==> src/rtl/chop_pkg.sv <==
package chop_pkg;

  localparam int CODE_W = 4;

  typedef struct packed {
    logic src1;
    logic snk1;
    logic src2;
    logic snk2;
  } gates_t;

  // Switch pattern requested by the control inputs, before dead-time shaping.
  function automatic gates_t bridge_pattern(input logic brk, input logic dir_i,
                                            input logic off_on, input logic flt);
    gates_t g;
    g = '0;
    if (flt) begin
      g = '0;
    end else if (brk) begin
      g.src1 = 1'b1;
      g.src2 = 1'b1;
    end else if (dir_i) begin
      g.src2 = 1'b1;
      g.snk1 = !off_on;
    end else begin
      g.src1 = 1'b1;
      g.snk2 = !off_on;
    end
    return g;
  endfunction

endpackage

==> src/rtl/chop_offtimer.sv <==
module chop_offtimer #(
  parameter int REF_W    = 10,
  parameter int SAMPLE_W = 10,
  parameter int OFF_W    = 16
) (
  input  logic                      clk,
  input  logic                      rst_n,
  input  logic [REF_W-1:0]          ref_level,
  input  logic [chop_pkg::CODE_W-1:0] cur_code,
  input  logic [SAMPLE_W-1:0]       cur_sample,
  input  logic [OFF_W-1:0]          off_cycles,
  output logic                      off_active
);
  localparam int PROD_W = REF_W + chop_pkg::CODE_W;
  localparam int CMP_W  = (SAMPLE_W > REF_W) ? SAMPLE_W : REF_W;

  logic [PROD_W-1:0] prod;
  logic [CMP_W-1:0]  thr_ext;
  logic [CMP_W-1:0]  smp_ext;
  logic              over_now;
  logic              over_q;
  logic [OFF_W-1:0]  cnt_q;
  logic              trig;

  assign prod     = PROD_W'(ref_level) * PROD_W'(cur_code);
  assign thr_ext  = CMP_W'(prod[PROD_W-1:chop_pkg::CODE_W]);
  assign smp_ext  = CMP_W'(cur_sample);
  assign over_now = smp_ext > thr_ext;
  assign trig     = over_q && (cnt_q == '0);
  assign off_active = (cnt_q != '0);

  always_ff @(posedge clk) begin
    if (!rst_n) begin
      over_q <= 1'b0;
      cnt_q  <= '0;
    end else begin
      over_q <= over_now;
      if (trig)
        cnt_q <= off_cycles;
      else if (cnt_q != '0)
        cnt_q <= cnt_q - 1'b1;
    end
  end


  cnt_down_chk: assert property (@(posedge clk) disable iff (!rst_n)
    (cnt_q != '0) |=> (cnt_q == $past(cnt_q) - 1'b1));


  rst_clear_chk: assert property (@(posedge clk)
    !rst_n |=> (cnt_q == '0));

endmodule

==> src/rtl/chop_deadband.sv <==
module chop_deadband #(
  parameter int DEAD_CYC = 3
) (
  input  logic             clk,
  input  logic             rst_n,
  input  chop_pkg::gates_t target,
  output chop_pkg::gates_t gates
);
  localparam int DW = $clog2(DEAD_CYC + 1);
  localparam logic [DW-1:0] DEAD_LD = DW'(DEAD_CYC);

  logic [3:0]    gates_q;
  logic [3:0]    want;
  logic [3:0]    drop;
  logic [3:0]    add;
  logic [DW-1:0] dcnt_q;

  assign want = target;
  assign drop = gates_q & ~want;
  assign add  = want & ~gates_q;
  assign gates = gates_q;

  always_ff @(posedge clk) begin
    if (!rst_n) begin
      gates_q <= '0;
      dcnt_q  <= DEAD_LD;
    end else if (drop != '0) begin
      gates_q <= gates_q & want;
      dcnt_q  <= DEAD_LD;
    end else if (add != '0) begin
      if (dcnt_q != '0)
        dcnt_q <= dcnt_q - 1'b1;
      else
        gates_q <= want;
    end else begin
      dcnt_q <= DEAD_LD;
    end
  end

  // Independent watch of the gap since the last gate opened.
  localparam int SW = DW + 1;
  logic [3:0]    prev_q;
  logic [SW-1:0] since_q;
  logic          fell_w;
  logic          rose_w;
  assign fell_w = |(prev_q & ~gates_q);
  assign rose_w = |(gates_q & ~prev_q);

  always_ff @(posedge clk) begin
    if (!rst_n) begin
      prev_q  <= '0;
      since_q <= SW'(DEAD_CYC + 1);
    end else begin
      prev_q <= gates_q;
      if (fell_w)
        since_q <= '0;
      else if (since_q < SW'(DEAD_CYC + 1))
        since_q <= since_q + 1'b1;
    end
  end


  dead_gap_chk: assert property (@(posedge clk) disable iff (!rst_n)
    rose_w |-> (since_q >= SW'(DEAD_CYC)));


  no_shoot_chk: assert property (@(posedge clk) disable iff (!rst_n)
    !(gates_q[3] && gates_q[2]) && !(gates_q[1] && gates_q[0]));

endmodule

==> src/rtl/chop_ctrl.sv <==
module chop_ctrl #(
  parameter int REF_W    = 10,
  parameter int SAMPLE_W = 10,
  parameter int OFF_W    = 16,
  parameter int DEAD_CYC = 3
) (
  input  logic                clk,
  input  logic                rst_n,
  input  logic [REF_W-1:0]    ref_level,
  input  logic [3:0]          cur_code,
  input  logic [SAMPLE_W-1:0] cur_sample,
  input  logic [OFF_W-1:0]    off_cycles,
  input  logic                brake,
  input  logic                dir,
  input  logic                fault_ot,
  input  logic                fault_uv,
  output logic                gate_src1,
  output logic                gate_snk1,
  output logic                gate_src2,
  output logic                gate_snk2
);
  import chop_pkg::*;

  logic   off_active;
  logic   fault_any;
  gates_t pattern;
  gates_t gates;

  chop_offtimer #(.REF_W(REF_W), .SAMPLE_W(SAMPLE_W), .OFF_W(OFF_W)) u_timer (
    .clk        (clk),
    .rst_n      (rst_n),
    .ref_level  (ref_level),
    .cur_code   (cur_code),
    .cur_sample (cur_sample),
    .off_cycles (off_cycles),
    .off_active (off_active)
  );

  assign fault_any = fault_ot || fault_uv;
  assign pattern   = bridge_pattern(brake, dir, off_active, fault_any);

  chop_deadband #(.DEAD_CYC(DEAD_CYC)) u_dead (
    .clk    (clk),
    .rst_n  (rst_n),
    .target (pattern),
    .gates  (gates)
  );

  assign gate_src1 = gates.src1;
  assign gate_snk1 = gates.snk1;
  assign gate_src2 = gates.src2;
  assign gate_snk2 = gates.snk2;


  fault_off_chk: assert property (@(posedge clk) disable iff (!rst_n)
    (fault_ot || fault_uv) |=> !(gate_src1 || gate_snk1 || gate_src2 || gate_snk2));


  brake_sink_chk: assert property (@(posedge clk) disable iff (!rst_n)
    (brake && !fault_ot && !fault_uv) |=> !(gate_snk1 || gate_snk2));


  off_sink_chk: assert property (@(posedge clk) disable iff (!rst_n)
    $rose(off_active) |=> !gate_snk1 && !gate_snk2);


  rst_gates_chk: assert property (@(posedge clk)
    !rst_n |=> !(gate_src1 || gate_snk1 || gate_src2 || gate_snk2));

endmodule

==> config.mk <==
export PLATFORM = sky130hd
export DESIGN_NAME = chop_ctrl
export DESIGN_NICKNAME = d
export VERILOG_FILES = /design/src/rtl/chop_pkg.sv /design/src/rtl/chop_offtimer.sv /design/src/rtl/chop_deadband.sv /design/src/rtl/chop_ctrl.sv
export SDC_FILE = /design/constraint.sdc
export NUM_CORES = 1
export LEC_CHECK = 0
export BUFFER_PORTS_ARGS = -buffer_cell sky130_fd_sc_hd__buf_2
export CAP_MARGIN = 20
export CORE_MARGIN = 2
export CORE_UTILIZATION = 45
export DETAILED_ROUTE_END_ITERATION = 12
export GPL_ROUTABILITY_DRIVEN = 0
export HOLD_SLACK_MARGIN = 0.06
export MAX_ROUTING_LAYER = met4
export PLACE_DENSITY = 0.71
export SETUP_SLACK_MARGIN = 0.1
export SYNTH_ARGS = -nofsm -noshare
export SYNTH_HDL_FRONTEND = slang
export SYNTH_SLANG_ARGS = --single-unit
==> constraint.sdc <==
create_clock -name clk -period 4 [get_ports clk]
set_clock_uncertainty 0.2 [all_clocks]
set_input_delay 0.2 -clock clk [delete_from_list [all_inputs] [get_ports clk]]
set_output_delay 0.2 -clock clk [all_outputs]
set_load 0.01 [all_outputs]
* Word level (Yosys, flattened, before mapping)
Cells that the tools add are included.
** Cells by class
- Magnitude comparators :: 1
- $mul :: 1
- Bitwise gates (word level) :: 7
- $add $sub $neg :: 2
- Eq/ne operators :: 1
- Shifts and indexed selects :: 0
- Reduce and logical (&&, ||, !) cells :: 12
- Mux-type cells :: 13
- Divide/modulo/power cells :: 0
** Operators with widths (count)
- $mux W16 :: 2
- $logic_not A16 Y1 :: 1
- $mux W4 :: 4
- $reduce_bool A16 Y1 :: 1
- $sub A16 B1 Y16 const B :: 1
- $mul A10 B4 Y14 :: 1
- $and A4 B4 Y4 :: 3
- $gt A10 B10 Y1 :: 1
- $not A4 Y4 :: 2
- $reduce_bool A4 Y1 :: 2
- $mux W1 :: 6
- $reduce_bool A2 Y1 :: 3
- $reduce_or A3 Y1 :: 1
- $mux W2 :: 1
- $ne A2 B1 Y1 const B :: 1
- $not A1 Y1 :: 2
- $reduce_and A2 Y1 :: 1
- $sub A2 B1 Y2 const B :: 1
- $logic_and A1 B1 Y1 :: 1
- $logic_not A1 Y1 :: 1
- $logic_or A1 B1 Y1 :: 1
** Word-level totals
- Memory bits (read-only) :: 0
- RAM bits :: 0
- Memories kept :: 0
- Latch bits :: 0
- Logic and storage cells :: 41
- Bits of input ports :: 46
- Register bits after elaboration :: 23
- Output and inout bits :: 4

* Depth between registers and ports, before layout
Gate-level depths: netlist of run 1.
- Depth after elaboration :: 10
- Mapped depth :: 18

* Cells and area by module
Synthesis of run 1 repeated with hierarchy kept, for this count alone.
** Second synthesis, totals
- Cell total of the unflattened synthesis :: 328
- Area total of the unflattened synthesis :: 2666.3 µm²
** Modules (own cells, without submodules)
- chop_offtimer :: cells each 287, area an instance 2313.5 µm², times used 1
- chop_deadband :: cells each 34, area an instance 310.3 µm², times used 1
- chop_ctrl :: cells each 7, area an instance 42.5 µm², times used 1

* Worst setup path before layout of run 1
No wires, ideal clock.
- Kind :: input-to-reg
- Start :: input port ref_level[1]
- End :: register u_timer.over_q
- Stages on the path :: 16
- Library setup time :: 0.135 ns
- Slack :: -0.450 ns
- Buffers on the path :: 0
- Arrival time :: 4.115 ns
- Cells stage by stage :: and2_1 -> fa_1 -> inv_1 -> fa_1 -> inv_1 -> ha_1 -> and4_1 -> a221o_1 -> o211a_1 -> a311oi_1 -> xor2_1 -> ha_1 -> a21o_1 -> a21o_1 -> a2111oi_0 -> a311oi_1
** Between the ends
- Word-level cells in the longest chain between the ends :: 2
** RTL lines
- start, declared :: line chop_ctrl.sv:9 : input logic [REF_W-1:0] ref_level,
- $mul A10 B4 Y14 :: line chop_offtimer.sv:25 : assign prod = PROD_W'(ref_level) * PROD_W'(cur_code);
- $gt A10 B10 Y1 :: line chop_offtimer.sv:28 : assign over_now = smp_ext > thr_ext;
- end signal, assigned :: line chop_offtimer.sv:37 : over_q <= over_now;
- end, declared :: line chop_offtimer.sv:21 : logic over_q;
No other way between the ends.
A chain may end at the register's enable or synchronous reset.

* Worst setup path in the final report of run 1
- Start :: input port ref_level[4]
- End :: register u_timer.over_q
Same word-level chain as after synthesis.

==> results.rst, run 1 <==
.. list-table::
   :header-rows: 1

   * - Metric
     - Value
   * - Clock network fraction of design power
     - 10.5%
   * - Switch share
     - 44.0%
   * - Final critical delay including setup and external delays
     - 4.11 ns
   * - Worst hold-check slack
     - 0.0494 ns
   * - Number of H-tree levels
     - 1
   * - Worst slew margin
     - 59.2%
   * - Compound-gate portion of the synthesized area
     - 19.1%
   * - CTS Root Buffer Type
     - sky130_fd_sc_hd__clkbuf_8
   * - Switching pwr
     - 0.631 mW
   * - Final global-route overflow total
     - 0
   * - Maximum operating frequency
     - 243 MHz
   * - Antenna violations before repair
     - 0
   * - Fraction of power consumed by sequential logic
     - 26.5%
   * - Most area-hungry cell type in the Yosys netlist
     - sky130_fd_sc_hd__dfxtp_1
   * - Num CTS Buffers
     - 3
   * - Total power density per cell area
     - 436 mW/mm²
   * - Period utilization
     - 103%
   * - Largest net degree at the start of global routing
     - 19
   * - Number of cells produced by synthesis
     - 328
   * - Required arrival time at the worst endpoint
     - 3.94 ns
   * - Worst hold path type
     - in2reg
   * - Remaining design rule violation count
     - 0
   * - Share of the core filled with cells
     - 59.0%
   * - Total routing usage reported by global routing
     - 20.8%
   * - Number of clock sinks
     - 23
   * - Layout area overhead
     - 25.5%
   * - Via count of the first global-routing pass
     - 2480
   * - Crit Path Max Fanout
     - 4
   * - Violations in the final reports
     - setup timing
   * - Critical Path End Type
     - register
   * - Routed length per instance
     - 12.9 µm
   * - Post-layout instance count excluding filler cells
     - 476
   * - Main combinational cell family by area after synthesis
     - simple AND/OR/NAND/NOR gates
   * - Post-synth EDFFs
     - 0
   * - Final-report hold violation count
     - 0
   * - Number of failing setup endpoints in the final timing report
     - 1
   * - Clock-pin slew reported for the worst setup and hold paths after clock tree synthesis
     - 0.09 ns
   * - Asr flop ratio synth
     - 0%
   * - DPL Wire Length
     - 4930 µm
   * - Number of buffers inserted by port buffering
     - 49
   * - Clock tree from TritonCTS
     - done
   * - Worst-margin pin slew
     - 0.607 ns
   * - Initial cell density of the core
     - 47.0%
   * - Class of the most critical setup path
     - in2reg
   * - Biggest area contributors in the synthesized netlist
     - sky130_fd_sc_hd__dfxtp_1 18%, sky130_fd_sc_hd__ha_1 13%, sky130_fd_sc_hd__fa_1 11%
   * - Post-synthesis share of cell area spent on and, or, nand and nor gates
     - 26.4%
   * - Post-DRT Antenna Nets
     - 0
   * - Count of yosys warnings during synthesis
     - 0
   * - Yosys top cell area share
     - 17.6%
   * - Horizontal die dimension
     - 80.3 µm
   * - # Max-Cap Violations
     - 0
   * - Reg-to-reg slack, setup
     - 1.03 ns
   * - Number of placement rows
     - 27
   * - Pint
     - 0.803 mW
   * - Unrepaired setup endpoints after global routing
     - true
   * - Die Area
     - 0.00645 mm²
   * - Sequential element share of the synthesized area
     - 17.6%
   * - Seq cells post-synth
     - 23
   * - Post-synth cell types
     - 52
   * - Share of post-route cells with drive strength above 1
     - 24.3%
   * - Worst skew pair latency
     - 0.27 ns
   * - Most numerous cell types in the synthesized netlist
     - 37 x sky130_fd_sc_hd__inv_1, 29 x sky130_fd_sc_hd__and2_1, 28 x sky130_fd_sc_hd__ha_1
   * - Number of detailed-routing iterations run before antenna repair
     - 4
   * - Synth Cell Area
     - 0.00262 mm²
   * - Placed instance count
     - 462
   * - LEAKAGE
     - 1.58 nW
   * - Avg Cell Area, Syn
     - 7.99 µm²
   * - Multiplexer area fraction after synthesis
     - 0.812%
   * - Status
     - complete, but fails checks
   * - Main synth FF type
     - sky130_fd_sc_hd__dfxtp_1
   * - Routed wire length
     - 6120 µm
   * - Worst path setup slack after routing
     - -0.110 ns
   * - Core region area
     - 0.00557 mm²
   * - Worst vdd rail ir drop
     - 0.000256 V
   * - Antenna fix cells
     - 0
   * - Routed via count divided by cell count
     - 5.31
   * - Synth Area in Adders
     - 24.8%
   * - Gate power share
     - 63.0%
   * - Most common cell in the netlist
     - sky130_fd_sc_hd__inv_1
   * - Final Max Slew Viols
     - 0
   * - Filler cells
     - 509
   * - DRC violation total after the first TritonRoute iteration
     - 94
   * - Post-CTS setup buffers
     - 0
   * - Buffer levels on the longest clock path
     - 2
   * - First-pass GRT wire length
     - 10700 µm
   * - Vias
     - 2527
   * - Top-level I/O count
     - 50
   * - Type of element launching the critical path
     - input port
   * - Arrival time worst endpoint
     - 4.05 ns
   * - XOR/XNOR Fraction of Synth Area
     - 4.68%
   * - Vertical die dimension
     - 80.3 µm
   * - Nets
     - 494
   * - Total nets after synthesis
     - 417
-- power by group through the flow --
stage	Sequential, mW	Clock [mW]	Combinational (mW)
after CTS	0.379	0.151	0.900
after floorplan	0.361	0	0.683
after global placement	0.380	0	0.865
final	0.380	0.151	0.903
after detailed placement	0.382	0	0.888
after global routing	0.392	0.161	1.04
-- cell type report --
class | count | area (µm²) | share of cell area, %
Clock buffer | 3 | 41.3 | 1.26
Timing Repair Buffer | 80 | 505 | 15.4
Sequential cell | 23 | 460 | 14.0
Multi-Input combinational cell | 259 | 2040 | 62.1
Clock inverter | 1 | 5.00 | 0.152
Tap cell | 72 | 90.1 | 2.74
Inverter | 38 | 143 | 4.34
-- worst max-delay path, cell delays in order --
cell and delay [ns]:
sky130_fd_sc_hd__buf_2 0.12, sky130_fd_sc_hd__and2_4 0.15, sky130_fd_sc_hd__fa_1 0.55, sky130_fd_sc_hd__inv_2 0.04, sky130_fd_sc_hd__fa_1 0.49, sky130_fd_sc_hd__inv_2 0.05, sky130_fd_sc_hd__ha_4 0.21, sky130_fd_sc_hd__and4_1 0.19
sky130_fd_sc_hd__a221o_1 0.35, sky130_fd_sc_hd__o211a_1 0.25, sky130_fd_sc_hd__a311oi_2 0.27, sky130_fd_sc_hd__xor2_1 0.19, sky130_fd_sc_hd__ha_1 0.27, sky130_fd_sc_hd__a21o_1 0.18, sky130_fd_sc_hd__a21o_1 0.17, sky130_fd_sc_hd__a2111oi_2 0.30
sky130_fd_sc_hd__a311oi_1 0.07
-- registers in the layout, summed over array words and instances (netlist names) --
register        count
u_dead.dcnt_q       2
u_timer.cnt_q      16
u_dead.gates        4
u_timer.over_q      1
-- what timing repair did --
action                     in CTS  in global routing
resized for setup               2                  5
setup endpoints to repair       1                  1
hold endpoints to repair       12                  0
hold buffers                   10                  0
-- per-stage QoR --
stage	total power, mW	cell area [µm²]	setup TNS, ns	worst slack (ns)
finish	1.43	3290	-0.110	-0.110
global route	1.59	3290	-0.361	-0.361
CTS	1.43	3270	-0.0938	-0.0938
detailed placement	1.27	3120	-0.382	-0.382
global placement	1.25	3120	-0.330	-0.330
floorplan	1.04	2660	-0.0396	-0.0396
-- final timing paths --
path,start,endpoint,cells after the start
max,ref_level[4],u_timer.over_q$_SDFF_PN0_,17
max reg2reg,u_timer.cnt_q[1]$_SDFFE_PN0P_,u_dead.gates[1]$_SDFFE_PN0P_,8
min,off_cycles[11],u_timer.cnt_q[11]$_SDFFE_PN0P_,3
min reg2reg,u_timer.cnt_q[11]$_SDFFE_PN0P_,u_timer.cnt_q[11]$_SDFFE_PN0P_,2
-- metal layers --
metal / share of wire [%] / up-vias / track usage [%]
met5: 0 / - / -
met4: 0.64 / 0 / 1.69
met3: 2.4 / 4 / 2.36
met2: 46 / 45 / 34.5
met1: 51 / 1176 / 28.6
li1: - / 1302 / -
-- cell usage in the layout (no fill, tap or decap), types with 3 or more instances in the layout --
| cell | count |
|---|---|
| sky130_fd_sc_hd__and2_1 | 27 |
| sky130_fd_sc_hd__nand2b_1 | 4 |
| sky130_fd_sc_hd__nand2_1 | 20 |
| sky130_fd_sc_hd__a21o_1 | 5 |
| sky130_fd_sc_hd__o31ai_1 | 3 |
| sky130_fd_sc_hd__nor4_1 | 5 |
| sky130_fd_sc_hd__nand3_1 | 8 |
| sky130_fd_sc_hd__dfxtp_1 | 23 |
| sky130_fd_sc_hd__a21oi_1 | 20 |
| sky130_fd_sc_hd__nand4_1 | 5 |
| sky130_fd_sc_hd__inv_2 | 3 |
| sky130_fd_sc_hd__ha_1 | 25 |
| sky130_fd_sc_hd__nor3_1 | 6 |
| sky130_fd_sc_hd__buf_4 | 22 |
| sky130_fd_sc_hd__fa_1 | 15 |
| sky130_fd_sc_hd__clkbuf_8 | 3 |
| sky130_fd_sc_hd__dlygate4sd3_1 | 10 |
| sky130_fd_sc_hd__o21ai_0 | 13 |
| sky130_fd_sc_hd__a211oi_1 | 6 |
| sky130_fd_sc_hd__xor2_1 | 5 |
| sky130_fd_sc_hd__buf_2 | 48 |
| sky130_fd_sc_hd__or2_2 | 4 |
| sky130_fd_sc_hd__a31oi_1 | 4 |
| sky130_fd_sc_hd__nor2_1 | 25 |
| sky130_fd_sc_hd__xnor2_1 | 9 |
| sky130_fd_sc_hd__inv_1 | 34 |
| sky130_fd_sc_hd__o21bai_1 | 4 |
| sky130_fd_sc_hd__and3_1 | 3 |
-- cells by family (layout without fill, tap and decap cells) --
| group | count (synthesis) | in the layout |
|---|---|---|
| mux | 2 | 2 |
| fa+ha+maj | 43 | 43 |
| flops | 23 | 23 |
| compound gates | 74 | 74 |
| simple gates | 126 | 126 |
| buf+inv | 46 | 122 |
| xor+xnor | 14 | 14 |
No activity file was read; power rests on OpenSTA's default activity.
==> run 2, diff against run 1 <==
--- a/config.mk
+++ b/config.mk
@@ -5,7 +5,7 @@
 export SDC_FILE = /design/constraint.sdc
 export NUM_CORES = 1
 export LEC_CHECK = 0
-export BUFFER_PORTS_ARGS = -buffer_cell sky130_fd_sc_hd__buf_2
+export BUFFER_PORTS_ARGS = -buffer_cell sky130_fd_sc_hd__clkbuf_2
 export CAP_MARGIN = 20
 export CORE_MARGIN = 2
 export CORE_UTILIZATION = 45
==> run 2 against run 1 <==
  * The flow still finishes with violations (setup timing)
  * Routed wire length rose by 0.13%
  * Worst hold slack improved by 0.021 ns
  * Maximum frequency rose by 0.95%
  * Critical path depth did not move
  * Die area did not move
  * First-iteration DRC count fell by 21%
  * Sequential cell count did not move
  * Final area rose by 1.2%
  * Core utilization rose by 0.70 points
  * Register-to-register slack got worse by 0.02 ns
  * Non-clock buffer count rose by 3
==> results.rst, run 2 (synthesis gave the netlist of run 1 again) <==
.. list-table::
   :header-rows: 1

   * - Metric
     - Value
   * - Worst-margin pin slew
     - 0.641 ns
   * - Worst path setup slack after routing
     - -0.0711 ns
   * - Post-CTS setup buffers
     - 0
   * - Initial cell density of the core
     - 47.0%
   * - Top-level I/O count
     - 50
   * - Unrepaired setup endpoints after global routing
     - true
   * - Largest net degree at the start of global routing
     - 19
   * - Antenna fix cells
     - 0
   * - Vertical die dimension
     - 80.3 µm
   * - Final Instance Area
     - 0.00333 mm²
   * - Layout area overhead
     - 26.9%
   * - Number of placement rows
     - 27
   * - DPL Wire Length
     - 4900 µm
   * - Required arrival time at the worst endpoint
     - 3.94 ns
   * - Total power density per cell area
     - 431 mW/mm²
   * - Final-report hold violation count
     - 0
   * - Startpoint of the worst register-to-register path
     - u_timer.cnt_q[0]$_SDFFE_PN0P_
   * - Worst skew pair latency
     - 0.27 ns
   * - Routed wire length
     - 6130 µm
   * - LEAKAGE
     - 1.61 nW
   * - First-pass GRT wire length
     - 10700 µm
   * - Worst hold path cell count
     - 3
   * - Depth of the most critical reg-to-reg path
     - 8
   * - Final total negative setup slack
     - -0.0711 ns
   * - Num CTS Buffers
     - 3
   * - Total power consumption of the routed design
     - 1.43 mW
   * - Number of clock sinks
     - 23
   * - Nets
     - 497
   * - Final Max Slew Viols
     - 0
   * - Met1 Resource Use GR
     - 28.1%
   * - Share of post-route cells with drive strength above 1
     - 23.1%
   * - Clock tree from TritonCTS
     - done
   * - Leading cell types in the layout, fill and taps excluded
     - 46 x sky130_fd_sc_hd__clkbuf_2, 35 x sky130_fd_sc_hd__inv_1, 28 x sky130_fd_sc_hd__and2_1
   * - Most common cell after layout, fill and taps aside
     - sky130_fd_sc_hd__clkbuf_2
   * - Placed inst area
     - 0.00313 mm²
   * - Maximum operating frequency
     - 246 MHz
   * - Routed via count divided by cell count
     - 5.32
   * - GR Layer Usage met2
     - 33.3%
   * - Core region area
     - 0.00557 mm²
   * - Antenna violations before repair
     - 0
   * - Number of buffers inserted by port buffering
     - 49
   * - Via count of the first global-routing pass
     - 2486
   * - Worst slew margin
     - 56.9%
   * - Type of element launching the critical path
     - input port
   * - Met3 global-route usage
     - 2.81%
   * - Arrival time worst endpoint
     - 4.01 ns
   * - Max FFs per register
     - 16
   * - Status
     - complete, but fails checks
   * - Final critical delay including setup and external delays
     - 4.07 ns
   * - Clock-pin slew reported for the worst setup and hold paths after clock tree synthesis
     - 0.08 ns
   * - Number of detailed-routing iterations run before antenna repair
     - 4
   * - Global-route layer with the greatest usage
     - met2
   * - Die Area
     - 0.00645 mm²
   * - Period utilization
     - 102%
   * - Horizontal die dimension
     - 80.3 µm
   * - Worst vdd rail ir drop
     - 0.000321 V
   * - Number of failing setup endpoints in the final timing report
     - 1
   * - Reg-to-reg slack, setup
     - 1.01 ns
   * - Routed length per instance
     - 12.8 µm
   * - Critical Path End Type
     - register
   * - Number of H-tree levels
     - 1
   * - Buffer levels on the longest clock path
     - 2
   * - Class of the most critical setup path
     - in2reg
   * - Violations in the final reports
     - setup timing
   * - Final global-route overflow total
     - 0
   * - Total routing usage reported by global routing
     - 20.7%
   * - Filler cells
     - 535
   * - CTS Root Buffer Type
     - sky130_fd_sc_hd__clkbuf_8
   * - Crit Path Max Fanout
     - 5
   * - Post-DRT Antenna Nets
     - 0
   * - Worst hold path type
     - in2reg
   * - Hold Crit Start
     - off_cycles[13]
   * - Remaining design rule violation count
     - 0
   * - # Max-Cap Violations
     - 0
   * - Vias
     - 2550
   * - DRC violation total after the first TritonRoute iteration
     - 74
   * - End point of the most critical hold path
     - u_timer.cnt_q[13]$_SDFFE_PN0P_
   * - Register with the most flip-flops
     - u_timer.cnt_q
   * - Reg2Reg Capture Point
     - u_dead.gates[1]$_SDFFE_PN0P_
-- run 2: cell count changes in the layout (fill, tap and decap cells not counted), moves of 2 or more --
cell,change
sky130_fd_sc_hd__buf_2,-48
sky130_fd_sc_hd__clkbuf_2,+46
sky130_fd_sc_hd__clkbuf_8,+3
sky130_fd_sc_hd__dlygate4sd3_1,+2
-- run 2: per-layer routing --
metal | vias to the layer above | part of all wire [%]
li1 | 1311 | -
met1 | 1181 | 50
met2 | 50 | 45
met3 | 8 | 3.3
met4 | 0 | 1.6
met5 | - | 0
-- run 2: area by class of cell --
| class | count | area, µm² | share of cell area, % |
|---|---|---|---|
| Multi-Input combinational cell | 259 | 2030 | 61.0 |
| Timing Repair Buffer | 83 | 557 | 16.7 |
| Sequential cell | 23 | 460 | 13.8 |
| Inverter | 38 | 143 | 4.29 |
| Tap cell | 72 | 90.1 | 2.71 |
| Clock buffer | 3 | 41.3 | 1.24 |
| Clock inverter | 1 | 5.00 | 0.150 |
-- run 2: timing repair --
item	in CTS	in global routing
hold buffers	12	0
hold endpoints to repair	13	0
resized for setup	4	1
endpoints found under the setup margin	1	1
-- run 2: worst max path at each step --
| stage | start | endpoint |
|---|---|---|
| final | ref_level[4] | u_timer.over_q$_SDFF_PN0_ |
| after global routing | cur_code[2] | u_timer.over_q$_SDFF_PN0_ |
| after CTS | ref_level[4] | u_timer.over_q$_SDFF_PN0_ |
| after detailed placement | cur_code[3] | u_timer.over_q$_SDFF_PN0_ |
| after global placement | cur_code[1] | u_timer.over_q$_SDFF_PN0_ |
| after floorplan | ref_level[4] | u_timer.over_q$_SDFF_PN0_ |
-- run 2: critical path: stages --
cell and delay [ns]:
sky130_fd_sc_hd__clkbuf_8 0.12, sky130_fd_sc_hd__and2_4 0.15, sky130_fd_sc_hd__fa_1 0.52, sky130_fd_sc_hd__inv_1 0.05, sky130_fd_sc_hd__fa_1 0.48, sky130_fd_sc_hd__inv_2 0.04
sky130_fd_sc_hd__ha_4 0.21, sky130_fd_sc_hd__and4_1 0.19, sky130_fd_sc_hd__a221o_1 0.36, sky130_fd_sc_hd__o211a_1 0.26, sky130_fd_sc_hd__a311oi_2 0.26, sky130_fd_sc_hd__xor2_1 0.18
sky130_fd_sc_hd__ha_1 0.26, sky130_fd_sc_hd__a21o_1 0.19, sky130_fd_sc_hd__a21o_1 0.17, sky130_fd_sc_hd__a2111oi_2 0.29, sky130_fd_sc_hd__a311oi_1 0.07
-- run 2: per-stage QoR --
step / setup slack (ns) / instances / utilization [%] / hold WS [ns]
after CTS: -0.0742 / 479 / 59.7 / 0.0624
final: -0.0711 / 479 / 59.7 / 0.0703
after detailed placement: -0.392 / 463 / 56.1 / 0.254
after global routing: -0.333 / 479 / 59.7 / 0.0747
after floorplan: -0.0396 / 328 / - / 0.138
after global placement: -0.300 / 463 / 56.1 / 0.249
-- run 2: power by group --
| group | total, mW | internal, mW | switching, mW | leakage (nW) |
|---|---|---|---|---|
| Clock | 0.149 | 0.0696 | 0.0795 | 0.0255 |
| Sequential | 0.380 | 0.302 | 0.0785 | 0.189 |
| Combinational | 0.905 | 0.431 | 0.475 | 1.39 |
